[src/rtl/i2c_wfifo_pkg.sv]
package i2c_wfifo_pkg;

    localparam int WORD_W = 32;
    localparam int BYTE_W = 8;
    localparam int LANES  = WORD_W / BYTE_W;
    localparam int LANE_W = $clog2(LANES);
    localparam int TRIG_W = 3;
    localparam int ADDR_W = 2;

    typedef logic [WORD_W-1:0] word_t;
    typedef logic [BYTE_W-1:0] byte_t;
    typedef logic [LANE_W-1:0] lane_t;

    typedef enum logic [ADDR_W-1:0] {
        REG_CTRL = 2'd0,
        REG_STAT = 2'd1,
        REG_TXD  = 2'd2,
        REG_RXD  = 2'd3
    } reg_sel_e;

    // bit order follows the control register layout, MSB first
    typedef struct packed {
        logic [TRIG_W-1:0] tx_trig;
        logic [TRIG_W-1:0] rx_trig;
        logic              tx_flush;
        logic              rx_flush;
    } fifo_ctrl_t;

    localparam int CTRL_W = $bits(fifo_ctrl_t);

    function automatic byte_t lane_get(word_t w, lane_t l);
        return w[int'(l)*BYTE_W +: BYTE_W];
    endfunction

    function automatic word_t lane_put(word_t w, lane_t l, byte_t b);
        word_t r;
        r = w;
        r[int'(l)*BYTE_W +: BYTE_W] = b;
        return r;
    endfunction

    function automatic logic lane_is_top(lane_t l);
        return l == lane_t'(LANES - 1);
    endfunction

endpackage

[src/rtl/i2c_wfifo_store.sv]
module i2c_wfifo_store
    import i2c_wfifo_pkg::*;
#(
    parameter  int DEPTH = 8,
    localparam int PTR_W = (DEPTH > 1) ? $clog2(DEPTH) : 1,
    localparam int CNT_W = $clog2(DEPTH + 1)
) (
    input  logic             clk,
    input  logic             rst,
    input  logic             flush,
    input  logic             push,
    input  word_t            push_word,
    input  logic             pop,
    output word_t            head,
    output logic [CNT_W-1:0] count,
    output logic             full,
    output logic             empty
);

    word_t            mem [DEPTH];
    logic [PTR_W-1:0] wr_ptr;
    logic [PTR_W-1:0] rd_ptr;
    logic             do_push;
    logic             do_pop;

    function automatic logic [PTR_W-1:0] bump(logic [PTR_W-1:0] p);
        return (p == PTR_W'(DEPTH - 1)) ? '0 : p + 1'b1;
    endfunction

    assign full    = (count == CNT_W'(DEPTH));
    assign empty   = (count == '0);
    assign do_push = push && !full;
    assign do_pop  = pop && !empty;
    assign head    = mem[rd_ptr];

    always_ff @(posedge clk) begin
        if (rst || flush) begin
            wr_ptr <= '0;
            rd_ptr <= '0;
            count  <= '0;
        end else begin
            if (do_push) wr_ptr <= bump(wr_ptr);
            if (do_pop)  rd_ptr <= bump(rd_ptr);
            case ({do_push, do_pop})
                2'b10:   count <= count + 1'b1;
                2'b01:   count <= count - 1'b1;
                default: count <= count;
            endcase
        end
    end

    always_ff @(posedge clk) begin
        if (do_push && !flush && !rst) begin
            mem[wr_ptr] <= push_word;
        end
    end

endmodule

[src/rtl/i2c_wfifo_unpack.sv]
module i2c_wfifo_unpack
    import i2c_wfifo_pkg::*;
(
    input  logic  clk,
    input  logic  rst,
    input  logic  flush,
    input  word_t head,
    input  logic  avail,
    input  logic  take,
    input  logic  last,
    output byte_t out_byte,
    output logic  out_valid,
    output logic  pop
);

    lane_t lane;
    logic  fire;

    assign out_valid = avail;
    assign out_byte  = lane_get(head, lane);
    assign fire      = take && avail;
    assign pop       = fire && (lane_is_top(lane) || last);

    always_ff @(posedge clk) begin
        if (rst || flush) begin
            lane <= '0;
        end else if (fire) begin
            lane <= pop ? '0 : lane + 1'b1;
        end
    end

endmodule

[src/rtl/i2c_wfifo_pack.sv]
module i2c_wfifo_pack
    import i2c_wfifo_pkg::*;
(
    input  logic  clk,
    input  logic  rst,
    input  logic  flush,
    input  logic  in_valid,
    input  byte_t in_byte,
    input  logic  in_last,
    output logic  push,
    output word_t push_word
);

    word_t acc;
    lane_t lane;
    word_t merged;

    assign merged    = lane_put(acc, lane, in_byte);
    assign push      = in_valid && (lane_is_top(lane) || in_last);
    assign push_word = merged;

    always_ff @(posedge clk) begin
        if (rst || flush) begin
            acc  <= '0;
            lane <= '0;
        end else if (in_valid) begin
            if (push) begin
                acc  <= '0;
                lane <= '0;
            end else begin
                acc  <= merged;
                lane <= lane + 1'b1;
            end
        end
    end

endmodule

[src/rtl/i2c_wfifo_regs.sv]
module i2c_wfifo_regs
    import i2c_wfifo_pkg::*;
#(
    parameter  int DEPTH = 8,
    localparam int CNT_W = $clog2(DEPTH + 1)
) (
    input  logic              clk,
    input  logic              rst,
    input  logic              bus_wr,
    input  logic              bus_rd,
    input  logic [ADDR_W-1:0] bus_addr,
    input  logic [CTRL_W-1:0] ctrl_wdata,
    input  logic [CNT_W-1:0]  tx_count,
    input  logic [CNT_W-1:0]  rx_count,
    input  logic              tx_full,
    input  logic              rx_empty,
    input  word_t             rx_head,
    output logic              tx_flush,
    output logic              rx_flush,
    output logic              tx_push,
    output logic              rx_pop,
    output word_t             bus_rdata,
    output logic              tx_req,
    output logic              rx_req,
    output logic              tx_overflow,
    output logic              rx_underflow
);

    fifo_ctrl_t       ctrl_q;
    reg_sel_e         sel;
    logic             ctrl_wr;
    logic [CNT_W-1:0] tx_free;

    assign sel     = reg_sel_e'(bus_addr);
    assign ctrl_wr = bus_wr && (sel == REG_CTRL);
    assign tx_push = bus_wr && (sel == REG_TXD);
    assign rx_pop  = bus_rd && (sel == REG_RXD);

    always_ff @(posedge clk) begin
        if (rst) begin
            ctrl_q <= '0;
        end else if (ctrl_wr) begin
            ctrl_q <= fifo_ctrl_t'(ctrl_wdata);
        end else begin
            ctrl_q.tx_flush <= 1'b0;
            ctrl_q.rx_flush <= 1'b0;
        end
    end

    assign tx_flush = ctrl_q.tx_flush;
    assign rx_flush = ctrl_q.rx_flush;

    assign tx_free = CNT_W'(DEPTH) - tx_count;
    assign tx_req  = tx_free > CNT_W'(ctrl_q.tx_trig);
    assign rx_req  = rx_count > CNT_W'(ctrl_q.rx_trig);

    always_comb begin
        bus_rdata = '0;
        case (sel)
            REG_CTRL: bus_rdata = {{(WORD_W-CTRL_W){1'b0}}, ctrl_q};
            REG_STAT: bus_rdata = {{(WORD_W-2*CNT_W){1'b0}}, tx_free, rx_count};
            REG_TXD:  bus_rdata = '0;
            REG_RXD:  bus_rdata = rx_empty ? '0 : rx_head;
            default:  bus_rdata = '0;
        endcase
    end

    always_ff @(posedge clk) begin
        if (rst) begin
            tx_overflow  <= 1'b0;
            rx_underflow <= 1'b0;
        end else begin
            tx_overflow  <= tx_push && tx_full;
            rx_underflow <= rx_pop && rx_empty;
        end
    end

endmodule

[src/rtl/i2c_wfifo_pair.sv]
module i2c_wfifo_pair
    import i2c_wfifo_pkg::*;
#(
    parameter int DEPTH = 8
) (
    input  logic                                clk,
    input  logic                                rst,
    input  logic                                bus_wr,
    input  logic                                bus_rd,
    input  logic [i2c_wfifo_pkg::ADDR_W-1:0]    bus_addr,
    input  logic [i2c_wfifo_pkg::WORD_W-1:0]    bus_wdata,
    output logic [i2c_wfifo_pkg::WORD_W-1:0]    bus_rdata,
    output logic [i2c_wfifo_pkg::BYTE_W-1:0]    eng_tx_byte,
    output logic                                eng_tx_valid,
    input  logic                                eng_tx_take,
    input  logic                                eng_tx_last,
    input  logic [i2c_wfifo_pkg::BYTE_W-1:0]    eng_rx_byte,
    input  logic                                eng_rx_valid,
    input  logic                                eng_rx_last,
    output logic                                tx_req,
    output logic                                rx_req,
    output logic                                tx_overflow,
    output logic                                rx_underflow
);

    localparam int CNT_W = $clog2(DEPTH + 1);

    logic             tx_flush, rx_flush;
    logic             tx_push, tx_pop;
    logic             rx_push, rx_pop;
    word_t            tx_head, rx_head, rx_word;
    logic [CNT_W-1:0] tx_count, rx_count;
    logic             tx_full, tx_empty, rx_full, rx_empty;

    i2c_wfifo_regs #(.DEPTH(DEPTH)) u_regs (
        .clk          (clk),
        .rst          (rst),
        .bus_wr       (bus_wr),
        .bus_rd       (bus_rd),
        .bus_addr     (bus_addr),
        .ctrl_wdata   (bus_wdata[CTRL_W-1:0]),
        .tx_count     (tx_count),
        .rx_count     (rx_count),
        .tx_full      (tx_full),
        .rx_empty     (rx_empty),
        .rx_head      (rx_head),
        .tx_flush     (tx_flush),
        .rx_flush     (rx_flush),
        .tx_push      (tx_push),
        .rx_pop       (rx_pop),
        .bus_rdata    (bus_rdata),
        .tx_req       (tx_req),
        .rx_req       (rx_req),
        .tx_overflow  (tx_overflow),
        .rx_underflow (rx_underflow)
    );

    i2c_wfifo_store #(.DEPTH(DEPTH)) u_tx_store (
        .clk       (clk),
        .rst       (rst),
        .flush     (tx_flush),
        .push      (tx_push),
        .push_word (bus_wdata),
        .pop       (tx_pop),
        .head      (tx_head),
        .count     (tx_count),
        .full      (tx_full),
        .empty     (tx_empty)
    );

    i2c_wfifo_unpack u_unpack (
        .clk       (clk),
        .rst       (rst),
        .flush     (tx_flush),
        .head      (tx_head),
        .avail     (!tx_empty),
        .take      (eng_tx_take),
        .last      (eng_tx_last),
        .out_byte  (eng_tx_byte),
        .out_valid (eng_tx_valid),
        .pop       (tx_pop)
    );

    i2c_wfifo_pack u_pack (
        .clk       (clk),
        .rst       (rst),
        .flush     (rx_flush),
        .in_valid  (eng_rx_valid),
        .in_byte   (eng_rx_byte),
        .in_last   (eng_rx_last),
        .push      (rx_push),
        .push_word (rx_word)
    );

    i2c_wfifo_store #(.DEPTH(DEPTH)) u_rx_store (
        .clk       (clk),
        .rst       (rst),
        .flush     (rx_flush),
        .push      (rx_push),
        .push_word (rx_word),
        .pop       (rx_pop),
        .head      (rx_head),
        .count     (rx_count),
        .full      (rx_full),
        .empty     (rx_empty)
    );

endmodule

[config.mk]
export PLATFORM = sky130hd
export DESIGN_NAME = i2c_wfifo_pair
export DESIGN_NICKNAME = d
export VERILOG_FILES = /design/src/rtl/i2c_wfifo_pkg.sv /design/src/rtl/i2c_wfifo_store.sv /design/src/rtl/i2c_wfifo_unpack.sv /design/src/rtl/i2c_wfifo_pack.sv /design/src/rtl/i2c_wfifo_regs.sv /design/src/rtl/i2c_wfifo_pair.sv
export SDC_FILE = /design/constraint.sdc
export NUM_CORES = 1
export LEC_CHECK = 0
export BUFFER_PORTS_ARGS = -buffer_cell sky130_fd_sc_hd__buf_2
export CAP_MARGIN = 20
export CORE_MARGIN = 2
export CORE_UTILIZATION = 50
export DETAILED_ROUTE_END_ITERATION = 10
export GPL_ROUTABILITY_DRIVEN = 0
export MAX_ROUTING_LAYER = met4
export PLACE_DENSITY = 0.67
export SYNTH_ARGS = -nofsm -noshare
export SYNTH_HDL_FRONTEND = slang
export SYNTH_SLANG_ARGS = --single-unit
[constraint.sdc]
create_clock -name clk -period 7.7 [get_ports clk]
set_clock_uncertainty 0.2 [all_clocks]
set_input_delay 0.77 -clock clk [delete_from_list [all_inputs] [get_ports clk]]
set_output_delay 0.77 -clock clk [all_outputs]
set_load 0.03 [all_outputs]
Word level (Yosys, flattened, before mapping)
Memory sizes are Yosys's and may differ from the RTL's. A register that Yosys moved wholly into a read port is not among the register bits. Cells that the tools add are included.

Memories kept: 2. RAM bits: 512. Register bits: 66. Input port bits: 50.

Muxes and demuxes: 20. $add $sub $neg: 12. Order comparisons: 2. Eq/ne operators: 15. Bitwise logic cells: 1. Shifts and indexed selects: 3. Reduce and logical (&&, ||, !) cells: 33.

Memory list: u_rx_store.mem (depth 8, bits a word 32, rd ports 1, clocked after memory_dff 1, write ports 1, line i2c_wfifo_store.sv:20) `word_t mem [DEPTH];`; u_tx_store.mem (depth 8, bits a word 32, rd ports 1, clocked after memory_dff 1, write ports 1, line i2c_wfifo_store.sv:20).

Operator list (number): 32-bit case mux with 4 select lines (1); 32-bit 2-to-1 mux (2); 5-bit negation with 33-bit output (1); 8-bit by 33-bit variable shift with 32-bit output (first input constant) (1); 8-bit by 33-bit indexed part select with 32-bit output (1); 32-bit bitwise mux (1); 32-bit by 6-bit indexed part select with 8-bit output (1); 3-bit 2-to-1 mux (8); 1-bit logical AND (16); 4-bit case mux with 2 select lines (2); 3-bit by 1-bit adder with 3-bit output (second input constant) (4); 2-bit equality test (second input constant) (6); 3-bit equality test (second input constant) (4); 4-bit by 1-bit adder with 4-bit output (second input constant) (2); 4-bit equality test (second input constant) (2); 4-bit by 3-bit > comparator with 1-bit output (2); 4-bit logical NOT (2); 4-bit by 1-bit subtractor with 4-bit output (second input constant) (2); 1-bit logical NOT (7); 2-bit by 1-bit equality test with 1-bit output (second input constant) (3); 2-bit by 1-bit adder with 2-bit output (second input constant) (2); 1-bit logical OR (4); 1-bit 2-to-1 mux (4); 2-bit 2-to-1 mux (2); 5 further kinds (6).

Depth between registers and ports, before layout
Depth after elaboration: 8. Gate-level depth with buffers: 13.

Modules after synthesis
Synthesis repeated with hierarchy kept, for this count alone.

Cell total of the unflattened synthesis: 1216. Area, all modules: 23573.9 sq um.

By module, submodules not included: i2c_wfifo_store (u_rx_store) (area each 10322.4 sq um, cells each 451, times used 1); i2c_wfifo_store (u_tx_store) (area each 10318.6 sq um, cells each 452, times used 1); i2c_wfifo_pack (area each 1629.1 sq um, cells each 177, times used 1); i2c_wfifo_regs (area each 915.9 sq um, cells each 114, times used 1); i2c_wfifo_unpack (area each 384.1 sq um, cells each 21, times used 1); i2c_wfifo_pair (area each 3.8 sq um, cells each 1, times used 1).

Worst setup path before layout
Ideal clock, no wire load.

Path kind: input to register. From: in bus_addr[0] in the netlist's numbering. To: mem u_tx_store.mem[0][0] in the netlist's numbering (enable). Setup time: 0.461 ns. Setup slack: 3.147 ns. Required time: 7.039 ns. Stages on the path: 5. Path buffers: 0. Arrival: 3.892 ns. Path through: nand3b_1 nor2b_1 inv_1 or3_1 nor3_1.

Cells in the longest elaborated chain, start to end: 7.

RTL lines: start, declared (line i2c_wfifo_pair.sv:10) `input logic [i2c_wfifo_pkg::ADDR_W-1:0] bus_addr,`; 2-bit equality test (line i2c_wfifo_regs.sv:36) `assign tx_push = bus_wr && (sel == REG_TXD);`; 1-bit logical AND (line i2c_wfifo_regs.sv:36); 1-bit logical AND (line i2c_wfifo_store.sv:32) `assign do_push = push && !full;`; 1-bit logical AND (2 in series) (line i2c_wfifo_store.sv:53) `if (do_push && !flush && !rst) begin`; 1-bit 2-to-1 mux (line i2c_wfifo_store.sv:53); 1-bit 2-to-1 mux (not written as such) (line i2c_wfifo_store.sv:54) `mem[wr_ptr] <= push_word;`; end, declared (line i2c_wfifo_store.sv:20).

Every way passes these cells.

==> flow_metrics.py <==
metrics = {
    "outcome": {
        "status": "finished clean",
    },
    "clock_network": {
        "cts_resized": 0,
        "cts.sinks": 584,
        "htreeDepth": 2,
        "numCtsBuffers": 58,
        "post_cts_buffers": 0,
        "clkTransAtPathRegs_ns": 0.06,
        "cts_buffer_depth": 3,
        "cts_tree": "yes",
        "clock_latency_ns": 0.62,
        "holdBufCountCts": 0,
        "root_buffer": "clkbuf_16",
    },
    "timing": {
        "tns_ns": 0,
        "period_minus_slack_ns": 4.599,
        "rsz0062_at_grt": "false",
        "relSlewSlack_pct": 35.70,
        "finalHoldViolations": 0,
        "worst_slew_pin_slew_ns": 0.9645,
        "setup_ws_ns": 3.101,
        "period_share_pct": 59.72,
        "setup_viol": 0,
        "max_freq_mhz": 217.5,
        "maxSlewViolCount": 0,
    },
    "floorplanning": {
        "die_area_um2": 47710,
        "pin_count": 95,
        "die_x_um": 218.4,
        "start_util_pct": 50.66,
        "fp.coreArea_um2": 45380,
        "std_cell_rows": 78,
        "die_h_um": 218.4,
    },
    "synthesis": {
        "ys_ff_latch": 584,
        "synth_top_flop_cell": "edfxtp_1",
        "synth.distinct_cells": 42,
        "yosys.area.top_type": "edfxtp_1",
        "syn_avg_cell_area_um2": 19.45,
        "synth_edf_count": 512,
        "synthesis.area_um2": 22990,
        "syn_inst": 1182,
        "ys_warn_count": 0,
        "seq_area_frac_synth_pct": 73.15,
        "ys_top_cells_by_area": "edfxtp_1, mux4_2, dfxtp_1, mux2i_1, ha_1",
        "yosysTopAreaCellShare_pct": 66.88,
        "synth_most_common_cell": "edfxtp_1",
        "synth_async_sr_flop_share_pct": 0,
        "synth_nets": 1260,
        "synth.cells.most_frequent": "edfxtp_1, mux4_2, nor2_1, dfxtp_1, mux2i_1",
    },
    "power_and_ir_drop": {
        "cellPowerDensity_nw_per_um2": 242.5,
        "vdd_ir_drop_max_mv": 0.2463,
        "p_leak_nw": 8.370,
    },
    "cells_and_area": {
        "drive_gt1_share_pct": 28.88,
        "final_nets": 1382,
        "area_growth_pct": 13.51,
    },
    "drt": {
        "dr.pass1.iters": 5,
        "antenna_left": 0,
        "wl_met2_um": 22000,
        "totalWireLength_um": 46410,
        "drtIter0Drc": 1064,
        "wl_met1_um": 21060,
        "wl_met3_um": 2539,
        "top_layer_used": "met4",
        "wl_per_cell_um": 23.68,
        "vias_per_cell": 5.867,
        "drcViolationCount": 0,
        "vias": 11500,
    },
    "worst_setup_path": {
        "critPathRequiredTime_ns": 6.73,
        "reg2reg_slack_ns": 4.37,
        "arrival_ns": 3.63,
        "endpoint_kind": "output port",
        "critical_path_class": "reg -> out",
        "worstPathMaxFanout": 34,
        "start_kind": "flip-flop",
    },
    "global_route": {
        "grt_pass1_wl_um": 70480,
        "grt-ovfl-total": 0,
        "grt.total_usage_pct": 20.44,
        "grt_pass1_vias": 11710,
        "antenna_found_initial": 7,
        "grt_max_degree": 65,
    },
    "placement": {
        "numPortBuffers": 94,
        "dp_hpwl_um": 26430,
        "place_ws_ns": 3.621,
    },
    "min_path": {
        "hp-class": "in -> reg",
    },
    "flow_run": {
        "cap_violations": 0,
    },
}
-- cell usage in the layout, fill, tap and decap left out, types with 18 or more instances in the layout --
cell / n
mux4_2: 144
a22oi_1: 33
nor2_1: 75
nand2_1: 32
clkbuf_16: 60
a21oi_1: 18
mux2i_1: 45
edfxtp_1: 512
buf_2: 94
dfxtp_1: 67
a22o_1: 32
clkbuf_1: 19
buf_4: 30
ha_1: 28
-- metrics by stage --
stage          util (%)  power [mW]  std cells  hold slack (ns)  cell area (um2)
2_1_floorplan         -       3.675       1182           0.2487            22990
3_3_place_gp      53.50       3.759       1843           0.2757            24280
3_5_place_dp      53.50       3.766       1843           0.2765            24280
4_1_cts           57.42       6.374       1953           0.2020            26060
5_1_grt           57.50       6.512       1960           0.2278            26100
6_report          57.50       6.329       1960           0.2289            26100
-- worst paths after layout --
kind	from	endpoint	cells past startpoint
worst min register to register	u_regs.ctrl_q[7]	u_regs.ctrl_q[7]	2
worst min-delay path	bus_rd	u_regs.rx_underflow	3
worst max register to register	u_pack.lane[0]	u_rx_store.mem[2][18]	7
worst max-delay path	flip-flop	eng_tx_byte[0]	5
-- power breakdown --
group	leakage (nW)	internal (mW)	total (mW)	switching (mW)
logic	2.28	0.0846	0.236	0.151
registers	5.21	3.45	3.46	0.0155
clock network	0.880	1.47	2.63	1.16
-- final cells by class --
type	count	area, um2
flip-flops and latches	584	16830
repair buffers	125	715.7
multi-input cells	518	5943
clock buffers	82	1614
inverters	17	63.81
diodes	6	15.01
well taps	600	750.7
clock inverters	28	165.2
fillers	3356	19290
-- flip-flops by register name (all words and copies together) (netlist names), named ones only --
name                 flops
u_rx_store.rd_ptr        3
u_tx_store.rd_ptr        3
u_tx_store.mem         256
u_rx_store.count         4
u_pack.acc              32
u_regs.rx_underflow      1
u_regs.tx_flush          1
u_tx_store.wr_ptr        3
u_rx_store.mem         256
u_regs.ctrl_q            6
u_pack.lane              2
u_regs.rx_flush          1
u_rx_store.wr_ptr        3
u_unpack.lane            2
u_regs.tx_overflow       1
u_tx_store.count         4
-- worst max-delay path: stages (launching register included) --
cell     delay [ns]
dfxtp_4        0.78
buf_4          0.66
mux4_2         0.59
mux4_2         0.52
mux2_2         0.29
buf_2          0.18
-- cells by family (layout without fill, tap and decap cells) --
| kind of cell | Yosys count | after routing | share of synthesized area (%) |
|---|---|---|---|
| compound gates | 107 | 107 | 3.374 |
| other cells | 0 | 6 | 0 |
| fa+ha+maj | 28 | 28 | 1.524 |
| flops | 584 | 584 | 73.15 |
| simple gates | 172 | 172 | 3.407 |
| xor+xnor | 9 | 9 | 0.3429 |
| buf+inv | 80 | 252 | 1.502 |
| mux | 202 | 202 | 16.70 |
-- per-layer routing --
layer / vias up / global-route usage (%)
met5: - / -
met4: 0 / 5.261
met3: 61 / 3.326
met2: 321 / 30.69
met1: 6064 / 29.51
li1: 5053 / -
Power figures use the tool's default switching activity.
